## config.mk

```make
export PLATFORM = sky130hd
export DESIGN_NAME = lin_busy_lock
export DESIGN_NICKNAME = d
export VERILOG_FILES = /design/src/rtl/lin_lock_pkg.sv /design/src/rtl/lock_cmd_class.sv /design/src/rtl/lock_busy_ctl.sv /design/src/rtl/lock_wr_gate.sv /design/src/rtl/lin_busy_lock.sv
export SDC_FILE = /design/constraint.sdc
export NUM_CORES = 1
export LEC_CHECK = 0
export BUFFER_PORTS_ARGS = -buffer_cell sky130_fd_sc_hd__buf_2
export CAP_MARGIN = 10
export CORE_MARGIN = 1.5
export CORE_UTILIZATION = 38
export CTS_BUF_LIST = sky130_fd_sc_hd__clkbuf_4
export DETAILED_ROUTE_END_ITERATION = 8
export PLACE_DENSITY = 0.7
export SETUP_SLACK_MARGIN = 0.2
export SYNTH_ARGS = -nofsm -noshare
export SYNTH_HDL_FRONTEND = slang
export SYNTH_HIERARCHICAL = 1
export SYNTH_SLANG_ARGS = --single-unit
```

## constraint.sdc

```tcl
create_clock -name clk -period 1.87 [get_ports clk]
set_clock_uncertainty 0.1 [all_clocks]
set_input_delay 0.374 -clock clk [delete_from_list [all_inputs] [get_ports clk]]
set_output_delay 0.374 -clock clk [all_outputs]
set_load 0.1 [all_outputs]
```

## src/rtl/lin_lock_pkg.sv

```systemverilog
package lin_lock_pkg;
  localparam int ADDR_W   = 3;
  localparam int DATA_W   = 8;
  localparam int NUM_REGS = 7;

  localparam int A_CTRL  = 0;
  localparam int A_DIVL  = 1;
  localparam int A_DIVH  = 2;
  localparam int A_LEN   = 3;
  localparam int A_IDENT = 4;
  localparam int A_DATA  = 5;
  localparam int A_STAT  = 6;

  localparam int CMD_B0   = 0;
  localparam int CMD_B1   = 1;
  localparam int CMD_B2   = 2;
  localparam int ENA_BIT  = 3;
  localparam int SRST_BIT = 7;
  localparam int OVR_BIT  = 0;

  typedef enum logic [1:0] {
    CLS_ABORT = 2'd0,
    CLS_KILL  = 2'd1,
    CLS_RESET = 2'd2,
    CLS_OTHER = 2'd3
  } cmd_cls_e;

  function automatic logic is_locked(input int idx, input logic uart);
    if (uart) return (idx == A_CTRL) || (idx == A_DATA);
    return (idx <= A_DATA);
  endfunction
endpackage

```

## src/rtl/lock_cmd_class.sv

```systemverilog
module lock_cmd_class
  import lin_lock_pkg::*;
#(
  parameter int DATA_W = lin_lock_pkg::DATA_W
) (
  input  logic [DATA_W-1:0] ctrl_byte,
  output cmd_cls_e          cls
);
  always_comb begin
    if (ctrl_byte[SRST_BIT])
      cls = CLS_RESET;
    else if (!ctrl_byte[ENA_BIT] || !ctrl_byte[CMD_B2])
      cls = CLS_KILL;
    else if (!ctrl_byte[CMD_B1] && !ctrl_byte[CMD_B0])
      cls = CLS_ABORT;
    else
      cls = CLS_OTHER;
  end
endmodule

```

## src/rtl/lock_busy_ctl.sv

```systemverilog
module lock_busy_ctl
  import lin_lock_pkg::*;
(
  input  logic     clk,
  input  logic     rst,
  input  logic     mode_uart,
  input  logic     xfer_start,
  input  logic     xfer_tx,
  input  logic     byte_end,
  input  logic     xfer_done,
  input  logic     ctrl_wr,
  input  cmd_cls_e cls,
  output logic     busy,
  output logic     abort_rel
);
  logic pend;
  logic imm_stop;
  logic start_ok;

  assign imm_stop  = ctrl_wr && (cls == CLS_KILL || cls == CLS_RESET);
  assign start_ok  = xfer_start && (!mode_uart || xfer_tx);
  assign abort_rel = pend && byte_end && !imm_stop;

  always_ff @(posedge clk) begin
    if (rst) begin
      busy <= 1'b0;
      pend <= 1'b0;
    end else begin
      if (imm_stop || abort_rel || xfer_done)
        busy <= 1'b0;
      else if (start_ok)
        busy <= 1'b1;

      if (imm_stop || abort_rel || xfer_done)
        pend <= 1'b0;
      else if (busy && ctrl_wr && cls == CLS_ABORT)
        pend <= 1'b1;
    end
  end
endmodule

```

## src/rtl/lock_wr_gate.sv

```systemverilog
module lock_wr_gate
  import lin_lock_pkg::*;
#(
  parameter int ADDR_W   = lin_lock_pkg::ADDR_W,
  parameter int NUM_REGS = lin_lock_pkg::NUM_REGS
) (
  input  logic                clk,
  input  logic                rst,
  input  logic                mode_uart,
  input  logic                busy,
  input  logic                wr_en,
  input  logic [ADDR_W-1:0]   wr_addr,
  output logic [NUM_REGS-1:0] reg_we
);
  for (genvar g = 0; g < NUM_REGS; g++) begin : g_reg
    logic hit;
    logic blocked;
    assign hit     = wr_en && (wr_addr == ADDR_W'(g));
    assign blocked = busy && is_locked(g, mode_uart);
    always_ff @(posedge clk) begin
      if (rst) reg_we[g] <= 1'b0;
      else     reg_we[g] <= hit && !blocked;
    end
  end
endmodule

```

## src/rtl/lin_busy_lock.sv

```systemverilog
module lin_busy_lock
  import lin_lock_pkg::*;
#(
  parameter int ADDR_W   = lin_lock_pkg::ADDR_W,
  parameter int DATA_W   = lin_lock_pkg::DATA_W,
  parameter int NUM_REGS = lin_lock_pkg::NUM_REGS
) (
  input  logic                clk,
  input  logic                rst,
  input  logic                mode_uart,
  input  logic                xfer_start,
  input  logic                xfer_tx,
  input  logic                byte_end,
  input  logic                xfer_done,
  input  logic                wr_en,
  input  logic [ADDR_W-1:0]   wr_addr,
  input  logic [DATA_W-1:0]   wr_data,
  output logic [NUM_REGS-1:0] reg_we,
  output logic                cmd_abort,
  output logic                cmd_kill,
  output logic                cmd_reset,
  output logic                cmd_other,
  output logic                ovr_err,
  output logic                busy
);
  localparam logic [ADDR_W-1:0] CTRL_ADDR = ADDR_W'(A_CTRL);
  localparam logic [ADDR_W-1:0] STAT_ADDR = ADDR_W'(A_STAT);

  cmd_cls_e cls;
  logic     ctrl_wr;
  logic     abort_rel;
  logic     ovr_clr;

  assign ctrl_wr = wr_en && (wr_addr == CTRL_ADDR);
  assign ovr_clr = wr_en && (wr_addr == STAT_ADDR) && wr_data[OVR_BIT];

  lock_cmd_class #(.DATA_W(DATA_W)) u_class (
    .ctrl_byte (wr_data),
    .cls       (cls)
  );

  lock_busy_ctl u_busy (
    .clk        (clk),
    .rst        (rst),
    .mode_uart  (mode_uart),
    .xfer_start (xfer_start),
    .xfer_tx    (xfer_tx),
    .byte_end   (byte_end),
    .xfer_done  (xfer_done),
    .ctrl_wr    (ctrl_wr),
    .cls        (cls),
    .busy       (busy),
    .abort_rel  (abort_rel)
  );

  lock_wr_gate #(.ADDR_W(ADDR_W), .NUM_REGS(NUM_REGS)) u_gate (
    .clk       (clk),
    .rst       (rst),
    .mode_uart (mode_uart),
    .busy      (busy),
    .wr_en     (wr_en),
    .wr_addr   (wr_addr),
    .reg_we    (reg_we)
  );

  always_ff @(posedge clk) begin
    if (rst) begin
      cmd_abort <= 1'b0;
      cmd_kill  <= 1'b0;
      cmd_reset <= 1'b0;
      cmd_other <= 1'b0;
      ovr_err   <= 1'b0;
    end else begin
      cmd_abort <= abort_rel || (ctrl_wr && !busy && cls == CLS_ABORT);
      cmd_kill  <= ctrl_wr && cls == CLS_KILL;
      cmd_reset <= ctrl_wr && cls == CLS_RESET;
      cmd_other <= ctrl_wr && !busy && cls == CLS_OTHER;
      if (ctrl_wr && busy && cls == CLS_OTHER)
        ovr_err <= 1'b1;
      else if (ovr_clr)
        ovr_err <= 1'b0;
    end
  end
endmodule

```

==> metrics.md <==
| Metric | Value |
|---|---|
| Outcome | `finished clean` |
| H-tree lvl count | `1` |
| P per Cell Area | `737 nW/um2` |
| Die Ht | `42.2 um` |
| Post-synth EDFFs | `0` |
| First-pass GRT wire length | `1890 um` |
| TNS Setup | `0 ns` |
| Startpoint types | `register` |
| Initial antenna violation count | `0` |
| Crit path max-delay family | `flip-flops` |
| Worst slew pin tran | `0.488 ns` |
| Latest clock arrival within the worst-skew pair | `0.28 ns` |
| Number of global-route vias before repair | `479` |
| DP Worst Slack | `0.175 ns` |
| Post-synth top area share | `48.1%` |
| Critical Path, Cell by Cell | `clkbuf_4` |
| Synth area leaders | `dfxtp_1 (48%), nor3_2 (6.9%), nand2b_1 (4.3%)` |
| CTS tree | `built` |
| Die width | `42.2 um` |
| CTS Buffer Depth | `2` |
| Lkg Pwr | `0.357 nW` |
| Reg2Reg Depth | `2` |
| Maxcap violations | `0` |
| Fillers | `137` |
| Layout area overhead | `36.1%` |
| Routed WL | `1210 um` |
| Detail Route Antenna Nets | `0` |
| Yosys cell types | `23` |
| Dpl hpwl | `961 um` |
| Clk root buf | `clkbuf_4` |
| Max incr delay on CP | `0.44 ns` |
| IO buf count | `28` |
| Final setup margin | `0.305 ns` |
| Critical path endpoint category | `primary output` |
| Total setup buffers inserted after CTS | `0` |
| Layout cells sized above 1 | `50.5%` |
| Top cells by count, synth | `dfxtp_1 (14), nand2_1 (5), nor2_1 (5)` |
| WHS | `0.211 ns` |
| CTS clock-pin slew for the worst setup and hold paths | `0.09 ns` |
| Arr. time, crit path | `1.09 ns` |
| Worst Path Buf+Inv | `1` |
| Num CTS Buffers | `3` |
| Worst r2r src | `u_busy/busy$_SDFFE_PP0P_` |
| Core ar. | `1370 um2` |
| GPL Wtd Cong | `0.784` |
| Worst setup endpoint | `busy` |
| Routed vias/inst | `5.08` |
| Cell depth of the worst setup path | `1` |
| Peak VDD IR | `0.314 mV` |
| Worst min-delay path class | `input port to register` |
| Iteration-0 DRC Markers | `10` |
| Sequential fraction of the synthesis area | `48.1%` |
| Reg2Reg Setup Slack | `0.73 ns` |
| DR vias | `538` |
| Net Count, Synth | `77` |
| Critical Path Source | `u_busy/busy$_SDFFE_PP0P_` |
| Most common cell in the netlist | `dfxtp_1` |
| Yosys top cell by area | `dfxtp_1` |
| Row count | `13` |
| Die ar. | `1780 um2` |
| Final Cycle Share | `83.7%` |
| Antenna cells | `0` |
| Yosys warns | `6` |
| Top_reg_cell synth | `dfxtp_1` |
| Io pins | `32` |
| Hold violation total from the final report | `0` |
| Average wire per standard cell | `11.4 um` |
| Crit-path slowest cell | `dfxtp_2` |
| Critical Path RT | `1.40 ns` |
| Syn Inst Count | `57` |
| Min Tclk post-route | `1.56 ns` |
| Max Slew Vio Count | `0` |
| Setup Viol. Count Final | `0` |
| Largest net degree at the start of global routing | `10` |
| Seq cells post-synth | `14` |
| RSZ-0062 raised after global routing | `no` |
| DRC viols | `0` |
| CP Max Fanout | `9` |
| GRT Util Overall | `14.5%` |
| Syn_area_per_cell | `10.2 um2` |
| Initial Util | `42.7%` |
| Fraction of registers with async set or reset after synthesis | `0%` |
| CTS sink count | `14` |
| CP Class | `register to primary output` |
| Tightest slew margin relative to the limit | `67.7%` |
| Max Clk Rate | `639 MHz` |
| Mapped Area | `583 um2` |
| Drt first pass iters | `3` |
| Final #Nets | `112` |
| Reg-to-reg endpoint | `u_gate/reg_we[4]$_SDFF_PP0_` |
| GR Overflow Total | `0` |
==> worst min path at each step <==
stage,from,end,slack (ns),cells after the start
5_1_grt,rst,ovr_err$_SDFFE_PP0P_,0.24,2
3_5_place_dp,u_busy/pend$_SDFFE_PP0P_,u_busy/pend$_SDFFE_PP0P_,0.37,2
4_1_cts,xfer_start,u_busy/busy$_SDFFE_PP0P_,0.22,3
3_3_place_gp,u_busy/pend$_SDFFE_PP0P_,u_busy/pend$_SDFFE_PP0P_,0.36,2
2_1_floorplan,u_busy/pend$_SDFFE_PP0P_,u_busy/pend$_SDFFE_PP0P_,0.34,2
6_report,xfer_start,u_busy/busy$_SDFFE_PP0P_,0.21,3
==> metrics by stage <==
step / util [%] / power [mW] / area (um2) / instances
after floorplan: - / 0.374 / 591 / 57
after global placement: 56.0 / 0.411 / 764 / 102
after detailed placement: 56.0 / 0.412 / 764 / 102
after CTS: 57.9 / 0.585 / 791 / 106
after global routing: 58.1 / 0.607 / 793 / 106
final: 58.1 / 0.585 / 793 / 106
==> cells by family after synthesis <==
kind of cell               share of synthesized area [%]
DFF                                                 48.1
and+or+nand+nor                                     38.6
AOI/OAI and AO/OA                                   9.87
adders and majority gates                           2.15
buffers and inverters                               1.29
==> flip-flops by register name, summed over array words and instances (netlist names) <==
name / cells
u_gate/reg_we: 7
cmd_abort: 1
cmd_reset: 1
cmd_other: 1
ovr_err: 1
u_busy/busy: 1
u_busy/pend: 1
cmd_kill: 1
==> cells in the final DEF, fill, tap and decap left out <==
master	n
buf_2	27
ha_1	1
a31oi_2	1
nand2b_1	4
nand3b_1	1
nor2_1	5
a31oi_1	1
nand3_1	1
a211oi_2	1
a21oi_1	4
clkinv_1	1
nor3_2	4
nor4_2	1
inv_1	2
o21bai_1	1
o21ai_0	1
nor4_1	1
nand4_1	1
nand2b_2	1
clkbuf_4	4
nand2_1	5
buf_4	2
dfxtp_1	13
nor2b_1	1
nor3b_2	2
dfxtp_2	1
nor4b_4	1
nor3_1	2
or3b_4	1
==> power breakdown <==
group          leakage (nW)  switching, mW  internal (mW)
clock network        0.0154          0.101         0.0773
logic                 0.228         0.0657         0.0347
registers             0.114        0.00329          0.302
==> area by class of cell <==
cell class	count	area (um2)	area share (%)
multi-input combinational	41	302	38.0
sequential	14	282	35.5
timing repair buffer	30	158	19.9
clock buffer	3	22.5	2.84
tap	15	18.8	2.37
inverter	2	7.51	0.946
clock inverter	1	3.75	0.473
==> layer usage <==
| metal | vias up | part of all wire, % | global-route usage (%) | wire, um |
|---|---|---|---|---|
| met3 | 2 | 5.5 | 4.31 | 66 |
| met1 | 249 | 43 | 15.5 | 522 |
| met2 | 16 | 50 | 25.2 | 600 |
| met4 | 0 | 1.3 | 7.50 | 16 |
| li1 | 271 | - | - | - |
| met5 | - | 0 | 0 | 0 |
==> timing repair <==
action                     CTS  global route
resized for setup            0             1
hold buffers                 0             0
setup endpoints to repair    0             1
Note: power is estimated with default switching activity, not from simulation.
